File: config.mk
export PLATFORM = sky130hd
export DESIGN_NAME = redundant_permit_matrix
export DESIGN_NICKNAME = d
export VERILOG_FILES = /design/src/rtl/pim_pkg.sv /design/src/rtl/pim_control.sv /design/src/rtl/pim_channel.sv /design/src/rtl/pim_datapath.sv /design/src/rtl/redundant_permit_matrix.sv
export SDC_FILE = /design/constraint.sdc
export NUM_CORES = 1
export LEC_CHECK = 0
export ABC_AREA = 1
export BUFFER_PORTS_ARGS = -buffer_cell sky130_fd_sc_hd__buf_2
export CORE_MARGIN = 2
export CORE_UTILIZATION = 40
export CTS_CLUSTER_SIZE = 10
export DETAILED_ROUTE_END_ITERATION = 10
export HOLD_SLACK_MARGIN = 0.03
export PLACE_DENSITY = 0.79
export SETUP_SLACK_MARGIN = 0.5
export SLEW_MARGIN = 40
export SYNTH_ARGS = -nofsm -noshare
export SYNTH_HDL_FRONTEND = slang
export SYNTH_SLANG_ARGS = --single-unit
File: constraint.sdc
create_clock -name clk -period 1.5 [get_ports clk]
set_input_delay 0.15 -clock clk [delete_from_list [all_inputs] [get_ports clk]]
set_output_delay 0.15 -clock clk [all_outputs]
set_load 0.02 [all_outputs]
File: src/rtl/pim_pkg.sv
package pim_pkg;
  // strobes from control to the datapath
  typedef struct packed {
    logic maskGate;  // override bits may take effect
    logic orMode;    // grouped AND-of-OR evaluation
  } ctrlStrobe_t;
endpackage

File: src/rtl/pim_control.sv
module pim_control
  import pim_pkg::*;
#(
  parameter int NUM_HW       = 14,
  parameter int NUM_MASKABLE = 7
) (
  input  logic              clk,
  input  logic              rstN,
  input  logic              maskWrEn,
  input  logic [NUM_HW-1:0] maskWrData,
  input  logic              safeBeam,
  input  logic              masterMode,
  output ctrlStrobe_t       strobe,
  output logic [NUM_HW-1:0] maskVec
);
  localparam int NUM_CRIT = NUM_HW - NUM_MASKABLE;

  logic [NUM_MASKABLE-1:0] maskQ;

  always_ff @(posedge clk or negedge rstN) begin
    if (!rstN)         maskQ <= '0;
    else if (maskWrEn) maskQ <= maskWrData[NUM_MASKABLE-1:0];
  end

  // critical positions hold no storage and read as zero
  assign maskVec = {{NUM_CRIT{1'b0}}, maskQ};

  always_comb begin
    strobe.maskGate = safeBeam;
    strobe.orMode   = masterMode;
  end
endmodule

File: src/rtl/pim_channel.sv
module pim_channel
  import pim_pkg::*;
#(
  parameter int NUM_HW     = 14,
  parameter int NUM_GROUPS = 4,
  parameter int GROUP_W    = 2
) (
  input  logic                      clk,
  input  logic                      rstN,
  input  logic [NUM_HW-1:0]         lines,
  input  logic [NUM_HW-1:0]         faults,
  input  logic [NUM_HW-1:0]         maskVec,
  input  ctrlStrobe_t               strobe,
  input  logic [NUM_HW*GROUP_W-1:0] groupCfg,
  input  logic                      swPermit,
  output logic                      permitQ
);
  logic [NUM_HW-1:0]     effective;
  logic [NUM_GROUPS-1:0] groupUsed;
  logic [NUM_GROUPS-1:0] groupHit;
  logic                  andAll;
  logic                  orTree;
  logic                  permitNext;

  assign effective = (lines & ~faults) | (maskVec & {NUM_HW{strobe.maskGate}});

  for (genvar g = 0; g < NUM_GROUPS; g++) begin : g_group
    always_comb begin
      groupUsed[g] = 1'b0;
      groupHit[g]  = 1'b0;
      for (int i = 0; i < NUM_HW; i++) begin
        if (groupCfg[i*GROUP_W +: GROUP_W] == GROUP_W'(g)) begin
          groupUsed[g] = 1'b1;
          groupHit[g]  = groupHit[g] | effective[i];
        end
      end
    end
  end

  assign andAll     = &effective;
  assign orTree     = &(groupHit | ~groupUsed);
  assign permitNext = swPermit & (strobe.orMode ? orTree : andAll);

  always_ff @(posedge clk or negedge rstN) begin
    if (!rstN) permitQ <= 1'b0;
    else       permitQ <= permitNext;
  end
endmodule

File: src/rtl/pim_datapath.sv
module pim_datapath
  import pim_pkg::*;
#(
  parameter int NUM_HW     = 14,
  parameter int NUM_GROUPS = 4,
  parameter int GROUP_W    = 2,
  parameter int NUM_CHAN   = 2
) (
  input  logic                            clk,
  input  logic                            rstN,
  input  logic [NUM_CHAN-1:0][NUM_HW-1:0] chLines,
  input  logic [NUM_CHAN-1:0][NUM_HW-1:0] chFaults,
  input  logic [NUM_HW-1:0]               maskVec,
  input  ctrlStrobe_t                     strobe,
  input  logic [NUM_HW*GROUP_W-1:0]       groupCfg,
  input  logic                            swPermit,
  output logic [NUM_CHAN-1:0]             chPermit
);
  for (genvar c = 0; c < NUM_CHAN; c++) begin : g_chan
    pim_channel #(
      .NUM_HW    (NUM_HW),
      .NUM_GROUPS(NUM_GROUPS),
      .GROUP_W   (GROUP_W)
    ) u_chan (
      .clk     (clk),
      .rstN    (rstN),
      .lines   (chLines[c]),
      .faults  (chFaults[c]),
      .maskVec (maskVec),
      .strobe  (strobe),
      .groupCfg(groupCfg),
      .swPermit(swPermit),
      .permitQ (chPermit[c])
    );
  end
endmodule

File: src/rtl/redundant_permit_matrix.sv
module redundant_permit_matrix
  import pim_pkg::*;
#(
  parameter int NUM_HW       = 14,
  parameter int NUM_MASKABLE = 7,
  parameter int NUM_GROUPS   = 4,
  parameter int GROUP_W      = (NUM_GROUPS > 1) ? $clog2(NUM_GROUPS) : 1
) (
  input  logic                      clk,
  input  logic                      rstN,
  input  logic [NUM_HW-1:0]         permitLinesA,
  input  logic [NUM_HW-1:0]         permitLinesB,
  input  logic [NUM_HW-1:0]         faultA,
  input  logic [NUM_HW-1:0]         faultB,
  input  logic                      swPermit,
  input  logic                      safeBeam,
  input  logic                      masterMode,
  input  logic [NUM_HW*GROUP_W-1:0] groupCfg,
  input  logic                      maskWrEn,
  input  logic [NUM_HW-1:0]         maskWrData,
  output logic [NUM_HW-1:0]         maskRdData,
  output logic                      permitA,
  output logic                      permitB,
  output logic                      permitMismatch
);
  localparam int NUM_CHAN = 2;

  ctrlStrobe_t                     strobe;
  logic [NUM_HW-1:0]               maskVec;
  logic [NUM_CHAN-1:0]             chPermit;
  logic [NUM_CHAN-1:0][NUM_HW-1:0] chLines;
  logic [NUM_CHAN-1:0][NUM_HW-1:0] chFaults;

  assign chLines  = {permitLinesB, permitLinesA};
  assign chFaults = {faultB, faultA};

  pim_control #(
    .NUM_HW      (NUM_HW),
    .NUM_MASKABLE(NUM_MASKABLE)
  ) u_ctrl (
    .clk       (clk),
    .rstN      (rstN),
    .maskWrEn  (maskWrEn),
    .maskWrData(maskWrData),
    .safeBeam  (safeBeam),
    .masterMode(masterMode),
    .strobe    (strobe),
    .maskVec   (maskVec)
  );

  pim_datapath #(
    .NUM_HW    (NUM_HW),
    .NUM_GROUPS(NUM_GROUPS),
    .GROUP_W   (GROUP_W),
    .NUM_CHAN  (NUM_CHAN)
  ) u_dp (
    .clk     (clk),
    .rstN    (rstN),
    .chLines (chLines),
    .chFaults(chFaults),
    .maskVec (maskVec),
    .strobe  (strobe),
    .groupCfg(groupCfg),
    .swPermit(swPermit),
    .chPermit(chPermit)
  );

  assign maskRdData     = maskVec;
  assign permitA        = chPermit[0];
  assign permitB        = chPermit[1];
  assign permitMismatch = chPermit[0] ^ chPermit[1];
endmodule

# ---- Word level (Yosys, flattened, before mapping)
# Cells that the tools add are included.
dict set report totals {
  memories 0
  out_inout_bits 17
  latch_bits 0
  word_cells 350
  input_bits 104
  ramBits 0
  rom_bits 0
  register_bits 9
}
dict set report classes {
  multipliers 0
  eq_ne 42
  n_shift 0
  muxes 170
  order_cmp 0
  addsub 0
  bitwise_logic 117
  div_mod_pow 0
  n_reduce_logical 18
}
# cell count
set ops {}
lappend ops {{2-to-1 mux 1 bit} 170}
lappend ops {{bitwise OR 1 bit} 104}
lappend ops {{== test 2 bit (second input constant)} 28}
lappend ops {{AND 14 bit} 2}
lappend ops {{== test 2 x 1 -> 1 bit (second input constant)} 14}
lappend ops {{logical NOT 2 bit} 14}
lappend ops {{inverter 14 bit} 2}
lappend ops {{bitwise OR 14 bit} 2}
lappend ops {{AND reduction 14 bit} 2}
lappend ops {{AND 7 x 14 -> 14 bit} 1}
lappend ops {{bitwise OR 4 bit} 2}
lappend ops {{AND reduction 4 bit} 2}
lappend ops {{inverter 4 bit} 1}
lappend ops {{AND 1 bit} 2}
lappend ops {{bitwise XOR 1 bit} 1}

# ---- Logic depth before layout (Yosys ltp)
# Gate-level depths: netlist (run 1).
dict set report logic_depth {
  ltp_word 34
  ltp_mapped 13
  depth_no_buf 13
}

# ---- By module
# From an unflattened synthesis (run 1), not the netlist that was laid out.
dict set report unflattened {
  hier_cells 683
  hier_area_um2 2996.6
}
# mod cells_per_inst seq_area_each_um2 area_per_inst_um2 instances
set by_module_without_submodules {}
lappend by_module_without_submodules {pim_channel 319 25.0 1318.8 2}
lappend by_module_without_submodules {pim_control 40 175.2 340.3 1}
lappend by_module_without_submodules {redundant_permit_matrix 5 0.0 18.8 1}

# ---- Least setup slack after synthesis (run 1)
# Ideal clock, no wire load.
dict set report synth_path {
  path_type {flip-flop to flip-flop}
  startpoint {register u_ctrl.maskQ[5]}
  endpoint {register u_dp.g_chan[0].u_chan.permitQ}
  period_less_slack_ns 1.307
  stages_incl_launch_ff 11
  arrival_time_ns 1.191
  slack_ns 0.193
  cell_sequence {dfrtp_1 nand2_1 o21ai_0 nand2_1 nand3_1 nor2_1 nand2_1 nand2_1 nor2_1 nor2_1 nor2_1}
}
dict set report synth_between {
  elab_chain_len 24
  elab_cells_between_ends 79
  cone_classes {37 x mux; 40 x bitwise; 2 x reduce/logical}
}
# item line
set synth_rtl {}
lappend synth_rtl {{from (decl)} pim_control.sv:18} ;# logic [NUM_MASKABLE-1:0] maskQ;
lappend synth_rtl {{from (signal assigned)} pim_control.sv:22} ;# else if (maskWrEn) maskQ <= maskWrData[NUM_MASKABLE-1:0];
lappend synth_rtl {{AND 7 x 14 -> 14 bit (*)} pim_channel.sv:25} ;# assign effective = (lines & ~faults) | (maskVec & {NUM_HW{strobe.maskGate}});
lappend synth_rtl {{bitwise OR 14 bit (*)} pim_channel.sv:25}
lappend synth_rtl {{bitwise OR 1 bit} pim_channel.sv:34} ;# groupHit[g] = groupHit[g] | effective[i];
lappend synth_rtl {{2-to-1 mux 1 bit} pim_channel.sv:32} ;# if (groupCfg[i*GROUP_W +: GROUP_W] == GROUP_W'(g)) begin
lappend synth_rtl {{bitwise OR 1 bit} pim_channel.sv:34}
lappend synth_rtl {{2-to-1 mux 1 bit} pim_channel.sv:32}
lappend synth_rtl {{bitwise OR 1 bit} pim_channel.sv:34}
lappend synth_rtl {{2-to-1 mux 1 bit} pim_channel.sv:32}
lappend synth_rtl {{[... 9 more ...]} -}
lappend synth_rtl {{2-to-1 mux 1 bit} pim_channel.sv:32}
lappend synth_rtl {{bitwise OR 1 bit} pim_channel.sv:34}
lappend synth_rtl {{2-to-1 mux 1 bit} pim_channel.sv:32}
lappend synth_rtl {{bitwise OR 4 bit} pim_channel.sv:41} ;# assign orTree = &(groupHit | ~groupUsed);
lappend synth_rtl {{AND reduction 4 bit} pim_channel.sv:41}
lappend synth_rtl {{2-to-1 mux 1 bit (*)} pim_channel.sv:42} ;# assign permitNext = swPermit & (strobe.orMode ? orTree : andAll);
lappend synth_rtl {{AND 1 bit (*)} pim_channel.sv:42}
lappend synth_rtl {{net u_dp.g_chan[0].u_chan.permitNext} pim_channel.sv:23} ;# logic permitNext;
lappend synth_rtl {{to (signal assigned)} pim_channel.sv:46} ;# else permitQ <= permitNext;
lappend synth_rtl {{to (decl)} pim_channel.sv:16} ;# output logic permitQ
# The timed path passes the listed nets; every way through them passes the cells marked *.
# A chain may end at the register's enable or synchronous reset.

# ---- Worst setup path after layout (run 1)
dict set report layout_path {
  startpoint {register u_ctrl.maskQ[0]}
  endpoint {register u_dp.g_chan[1].u_chan.permitQ}
}
dict set report layout_between {
  elab_chain_len 33
  elab_cells_between_ends 115
  cone_classes {57 x mux; 56 x bitwise; 2 x reduce/logical}
}
# item line
set layout_rtl {}
lappend layout_rtl {{AND 7 x 14 -> 14 bit (*)} pim_channel.sv:25}
lappend layout_rtl {{bitwise OR 14 bit (*)} pim_channel.sv:25}
lappend layout_rtl {{2-to-1 mux 1 bit} pim_channel.sv:32}
lappend layout_rtl {{bitwise OR 1 bit} pim_channel.sv:34}
lappend layout_rtl {{2-to-1 mux 1 bit} pim_channel.sv:32}
lappend layout_rtl {{bitwise OR 1 bit} pim_channel.sv:34}
lappend layout_rtl {{2-to-1 mux 1 bit} pim_channel.sv:32}
lappend layout_rtl {{bitwise OR 1 bit} pim_channel.sv:34}
lappend layout_rtl {{[... 18 more ...]} -}
lappend layout_rtl {{2-to-1 mux 1 bit} pim_channel.sv:32}
lappend layout_rtl {{bitwise OR 1 bit} pim_channel.sv:34}
lappend layout_rtl {{2-to-1 mux 1 bit} pim_channel.sv:32}
lappend layout_rtl {{bitwise OR 4 bit} pim_channel.sv:41}
lappend layout_rtl {{AND reduction 4 bit} pim_channel.sv:41}
lappend layout_rtl {{2-to-1 mux 1 bit (*)} pim_channel.sv:42}
lappend layout_rtl {{AND 1 bit (*)} pim_channel.sv:42}
lappend layout_rtl {{net u_dp.g_chan[1].u_chan.permitNext} pim_channel.sv:23}
lappend layout_rtl {{to (signal assigned)} pim_channel.sv:46}
lappend layout_rtl {{to (decl)} pim_channel.sv:16}
# Marks and branches as above.

==> flow_summary_export.csv, run 1 <==
group,metric,value,unit
yosys,yosysWarnings,0,
route,via_per_inst,4.63,
sta,rsz0062_at_grt,"yes",
power,vdd_ir_drop_max,0.000547,V
floorplanning,num_rows,27,
route,dr_total_vias,3420,
sta,tns,0,ns
run_status,status,"finished, final reports clean",
global_route,grt_first_pass_wirelength,13000,µm
sta,fin_ws,0.152,ns
setup_path,crit_path_max_fanout,5,
setup_path,required,1.63,ns
finish,fin_cells,739,
sta,setup_violations,0,
clocking,clk_latency,0.24,ns
sta,clock_skew,0.00481,ns
placed_design,port_buffers,106,
floorplanning,die_h,80.7,µm
finish,post-route-util,57.9,%
power,leakagePower,2.35,nW
global_route,grt_max_degree,10,
route,drc,0,
yosys,synth_area_leaders,"nand2_1, inv_1, nor2_1, dfrtp_1, mux2_2",
yosys,synth_largest_area_cell,"nand2_1",
hold_path,whs_path_depth,2,
sta,fin_crit_sh,89.9,%
route,firstDrtPassIters,5,
global_route,grt_antenna_before_repair,0,
yosys,syn_avg_cell_area,4.33,µm²
route,routedWlPerCell,11.2,µm
power,p_per_area,461,nW/µm²
setup_path,crit_path_start_kind,"flop",
floorplanning,start_util,42.0,%
floorplanning,boundaryPins,121,
run,maxCapViolCount,0,
route,wl,8280,µm
floorplanning,die-area,6510,µm²
finish,syn_to_final_growth,37.9,%
floorplanning,core_area,5610,µm²
placed_design,dp_hpwl,7090,µm
placed_design,dp.cells,732,
finish,nNetsFinal,772,
sta,max_freq,0.742,GHz
placed_design,globalplace.congestion,0.910,
route,drtIter0Drc,220,
global_route,first_global_vias,3027,
finish,n_antenna_cell,0,
clocking,clkSlewWorstSetupHoldPaths,0.05,ns
clocking,cts.path.max_buffers,2,
clocking,cts-root-buf,"clkbuf_8",
yosys,synthesis.area,2350,µm²
setup_path,endpoint_kind,"flop",
power,post-layout-total-power,0.00150,W
yosys,synthCells,544,
setup_path,r2r_cells,12,
finish,drive_above_1_share,24.7,%
route,ant_nets,0,
global_route,gr-total-overflow,0,
clocking,cts_tree,"yes",
clocking,cts_sinks,9,
clocking,cts_buffers,3,
setup_path,arrival,1.48,ns
setup_path,crit_type,"flop to flop",
global_route,grtUsageTotal,25.4,%
yosys,ys_seq_area_share,9.57,%
hold_path,hold_class,"input port to flop",
yosys,yosysUniqueCellTypes,13,
yosys,synth_top_area_share,45.6,%
sta,drv_slew,0,
yosys,synth-seq-cells,9,
placed_design,place_ws,0.136,ns
floorplanning,die_w,80.7,µm
clocking,cts.htree.levels,1,
sta,hold_violations,0,
sta,post-route-min-period,1.35,ns
-- where the power goes --
part,internal (W),switching (W)
Combinational,0.000351,0.000560
Clock,0.000182,0.000111
Sequential,0.000270,0.0000221
Total,0.000803,0.000693
-- routing by layer --
metal | part of all wire (%) | track usage (%) | routed length [µm] | vias to the layer above
met5 | 0 | 0 | 0 | -
met4 | 1.4 | 5.25 | 114 | 0
met3 | 7.3 | 2.92 | 607 | 14
met2 | 49 | 46.3 | 4090 | 123
met1 | 42 | 32.2 | 3470 | 1490
li1 | - | - | - | 1793
-- path summary, 6_finish.rpt --
kind	from	endpoint	slack, ns
max in group asynchronous	rstN	u_ctrl.maskQ[5]$_DFFE_PN0P_	1.01
hold reg to reg	u_ctrl.maskQ[6]$_DFFE_PN0P_	u_ctrl.maskQ[6]$_DFFE_PN0P_	0.54
hold / removal	maskWrData[1]	u_ctrl.maskQ[1]$_DFFE_PN0P_	0.14
setup reg to reg	u_ctrl.maskQ[0]$_DFFE_PN0P_	u_dp.g_chan[1].u_chan.permitQ$_DFF_PN0_	0.15
min in group asynchronous	rstN	u_ctrl.maskQ[4]$_DFFE_PN0P_	0.29
setup / recovery	u_ctrl.maskQ[0]$_DFFE_PN0P_	u_dp.g_chan[1].u_chan.permitQ$_DFF_PN0_	0.15
-- kinds of logic (layout without fill, tap and decap cells) --
family | after synthesis | in the layout | share of synthesized area, %
flip-flops | 9 | 9 | 9.57
XOR/XNOR | 1 | 1 | 0.372
buffers and inverters | 122 | 239 | 20.6
AO/OA/AOI/OAI | 8 | 8 | 1.70
AND/OR/NAND/NOR | 396 | 396 | 64.3
other | 1 | 7 | 0.159
multiplexers | 7 | 7 | 3.35
-- Yosys cell counts, drive strengths merged --
library cell,instances
nand2,286
inv,114
nor2,95
dfrtp,9
nand3,9
o21ai,8
buf,7
mux2,7
nor4,4
nand4,2
clkbuf,1
conb,1
xor2,1
-- timing repair --
| action | CTS | global route |
|---|---|---|
| hold endpoints to repair | 9 | 0 |
| endpoints found under the setup margin | 3 | 5 |
| pin swaps | 2 | 4 |
| gates resized for setup | 8 | 13 |
| buffers inserted | 2 | 0 |
| hold buffers | 1 | 0 |
-- cell type report --
type / instances / area [µm²]
inverter: 114 / 428
tap: 72 / 90.1
clock inverter: 1 / 5.00
fill: 624 / 2360
timing repair buffer: 121 / 654
multi-input combinational: 419 / 1790
clock buffer: 3 / 41.3
sequential: 9 / 234
-- metrics by stage --
step                      hold WS, ns  cell area (µm²)
final                           0.142             3240
after global routing            0.148             3240
after CTS                       0.139             3200
after detailed placement       0.0149             3090
after global placement        0.00821             3090
after floorplan                -0.146             2440
-- sequential cells by signal (all words and copies together) (netlist names) --
| signal | cells |
|---|---|
| u_dp.g_chan.u_chan.permitQ | 2 |
| u_ctrl.maskQ | 7 |
-- worst max-delay path, cell delays in order, from the launching register on --
cell	delay [ns]
dfrtp_2	0.43
nand2_4	0.10
nand2_4	0.07
nand2_1	0.06
nand2_1	0.05
inv_2	0.05
nand2_2	0.06
nor2_2	0.11
nand2_1	0.05
nand2_1	0.07
nor2_1	0.05
nor2_1	0.08
nor2_1	0.05
-- cell usage in the layout, fill, tap and decap left out --
cell and n:
inv_1 113, o21ai_2 4, dlygate4sd3_1 1, clkbuf_8 3, nor2_1 92, conb_1 7
nand3_1 9, inv_2 1, buf_4 15, nand4_1 2, o21ai_0 4, dfrtp_2 7
dfrtp_1 2, nand2_1 267, nor2_2 3, mux2_2 7, nand2_2 8, nor4_1 4
buf_2 104, clkinv_2 1, xor2_1 1, buf_6 1, nand2_4 11
(Power assumes the default switching activity.)
==> run 2: changes to the inputs <==
- BUFFER_PORTS_ARGS: -buffer_cell sky130_fd_sc_hd__buf_2 -> not set
- DONT_BUFFER_PORTS: not set -> 1
- PLACE_DENSITY: 0.79 -> 0.61
==> flow_summary_export.csv, run 2 (synthesis results as in run 1) <==
group,metric,value,unit
sta,rsz0062_at_grt,"yes",
placed_design,dp.cells,627,
clocking,cts_tree,"yes",
hold_path,hold_class,"input port to flop",
route,routedWlPerCell,11.7,µm
floorplanning,die_h,80.7,µm
sta,drv_slew,0,
route,wl,7420,µm
floorplanning,num_rows,27,
route,ant_nets,0,
floorplanning,die-area,6510,µm²
global_route,grt_antenna_before_repair,0,
power,leakagePower,1.92,nW
sta,hold_violations,0,
finish,final_cell_mix,"nand2_1, inv_1, nor2_1",
global_route,gr-total-overflow,0,
route,drtIter0Drc,183,
global_route,grtUsageTotal,22.4,%
finish,fin_cells,633,
power,p_comb_share,55.5,%
floorplanning,start_util,42.0,%
setup_path,cpMaxStageDelayCell,"dfrtp_2",
finish,regMostFlops,"u_ctrl.maskQ",
clocking,cts_sinks,9,
power,power.internal,0.000709,W
placed_design,port_buffers,0,
setup_path,crit_path_max_fanout,5,
power,p_seq_share,23.7,%
setup_path,cpPeakStageDelay,0.47,ns
global_route,first_global_vias,2641,
finish,nNetsFinal,666,
clocking,clkSlewWorstSetupHoldPaths,0.04,ns
setup_path,arrival,1.49,ns
route,drc,0,
floorplanning,core_area,5610,µm²
finish,largest_reg_flops,7,
power,swShare,45.1,%
sta,post-route-min-period,1.37,ns
clocking,cts_buffers,3,
setup_path,crit_type,"flop to flop",
global_route,grt_first_pass_wirelength,11400,µm
finish,drive_above_1_share,11.6,%
route,firstDrtPassIters,5,
setup_path,required,1.62,ns
clocking,clk_latency,0.23,ns
placed_design,dp_hpwl,6420,µm
run,maxCapViolCount,0,
finish,final_common_cell,"nand2_1",
route,dr_total_vias,2948,
setup_path,worstPathCellList,"nand2_4, o21ai_2, nand2_1, nand3_1, nor2_2, nand2_1, nand2_1, nor2_1, nor2_1, nor2_1",
floorplanning,boundaryPins,121,
finish,syn_to_final_growth,15.6,%
sta,tns,0,ns
sta,setup_violations,0,
power,vdd_ir_drop_max,0.000753,V
clocking,cts.path.max_buffers,2,
global_route,grt_max_degree,10,
finish,reg_top3,"u_ctrl.maskQ: 7 flops, u_dp.g_chan.u_chan.permitQ: 2 flops",
finish,n_antenna_cell,0,
placed_design,globalplace.congestion,0.955,
clocking,cts-root-buf,"clkbuf_8",
power,switchingPower,0.000584,W
setup_path,crit_path_start_kind,"flop",
route,via_per_inst,4.66,
setup_path,endpoint_kind,"flop",
sta,clock_skew,0.00254,ns
clocking,cts.htree.levels,1,
power,clockPowerShare,20.8,%
sta,max_freq,0.728,GHz
sta,fin_crit_sh,91.6,%
power,p_per_area,475,nW/µm²
run_status,status,"finished, final reports clean",
floorplanning,die_w,80.7,µm
run 2: cell count changes in the layout (fill, tap and decap cells not counted), sizes merged:
cell    previous run  this run
clkbuf             3         4
clkinv             1         0
buf              120        14
run 2: repair_timing:
action / in CTS / in global routing
pin swaps: 5 / 9
setup endpoints to repair: 3 / 3
hold buffers: 1 / 0
resized for setup: 12 / 11
endpoints found under the hold margin: 9 / 0
buffers inserted: 0 / 1
run 2: final timing paths:
kind	start	to	slack, ns	cells after the start
setup / recovery	u_ctrl.maskQ[4]$_DFFE_PN0P_	u_dp.g_chan[1].u_chan.permitQ$_DFF_PN0_	0.13	10
hold / removal	swPermit	u_dp.g_chan[1].u_chan.permitQ$_DFF_PN0_	0.04	2
setup reg to reg	u_ctrl.maskQ[4]$_DFFE_PN0P_	u_dp.g_chan[1].u_chan.permitQ$_DFF_PN0_	0.13	10
hold reg to reg	u_ctrl.maskQ[5]$_DFFE_PN0P_	u_ctrl.maskQ[5]$_DFFE_PN0P_	0.66	1
max in group asynchronous	rstN	u_ctrl.maskQ[3]$_DFFE_PN0P_	0.90	1
min in group asynchronous	rstN	u_dp.g_chan[1].u_chan.permitQ$_DFF_PN0_	0.29	1
run 2: stage by stage:
step                instance area [µm²]  utilization [%]  hold WS, ns  setup WS, ns  power, W
finish                             2720             48.5       0.0377         0.126   0.00129
global route                       2720             48.5       0.0476        0.0137   0.00141
CTS                                2680             47.8       0.0398         0.165   0.00128
detailed placement                 2570             45.9       -0.145         0.120  0.000971
global placement                   2570             45.9       -0.145         0.121  0.000965
floorplan                          2440                -       -0.146         0.292  0.000820
run 2: critical path: cells and delay by family, from the launching register on:
| family | cells | cell delay, ns |
|---|---|---|
| and+or+nand+nor | 9 | 0.71 |
| DFF | 1 | 0.47 |
| AOI/OAI and AO/OA | 1 | 0.09 |
run 2: cell type report:
cell class                      instances  area (µm²)
Clock buffer                            4        45.0
Fill cell                             684        2890
Inverter                              114         428
Multi-Input combinational cell        419        1810
Sequential cell                         9         235
Tap cell                               72        90.1
Timing Repair Buffer                   15         115
run 2: layer usage:
layer | part of all wire (%) | GRT usage [%]
met1 | 44 | 30.0
met2 | 47 | 39.3
met3 | 7.5 | 2.81
met4 | 1.2 | 3.05
met5 | 0 | 0
run 2: power by group through the flow:
stage	combinational, W	sequential (W)	clock (W)
floorplan	0.000500	0.000320	0
global placement	0.000663	0.000302	0
detailed placement	0.000667	0.000303	0
CTS	0.000693	0.000306	0.000277
global route	0.000811	0.000310	0.000290
finish	0.000718	0.000306	0.000269
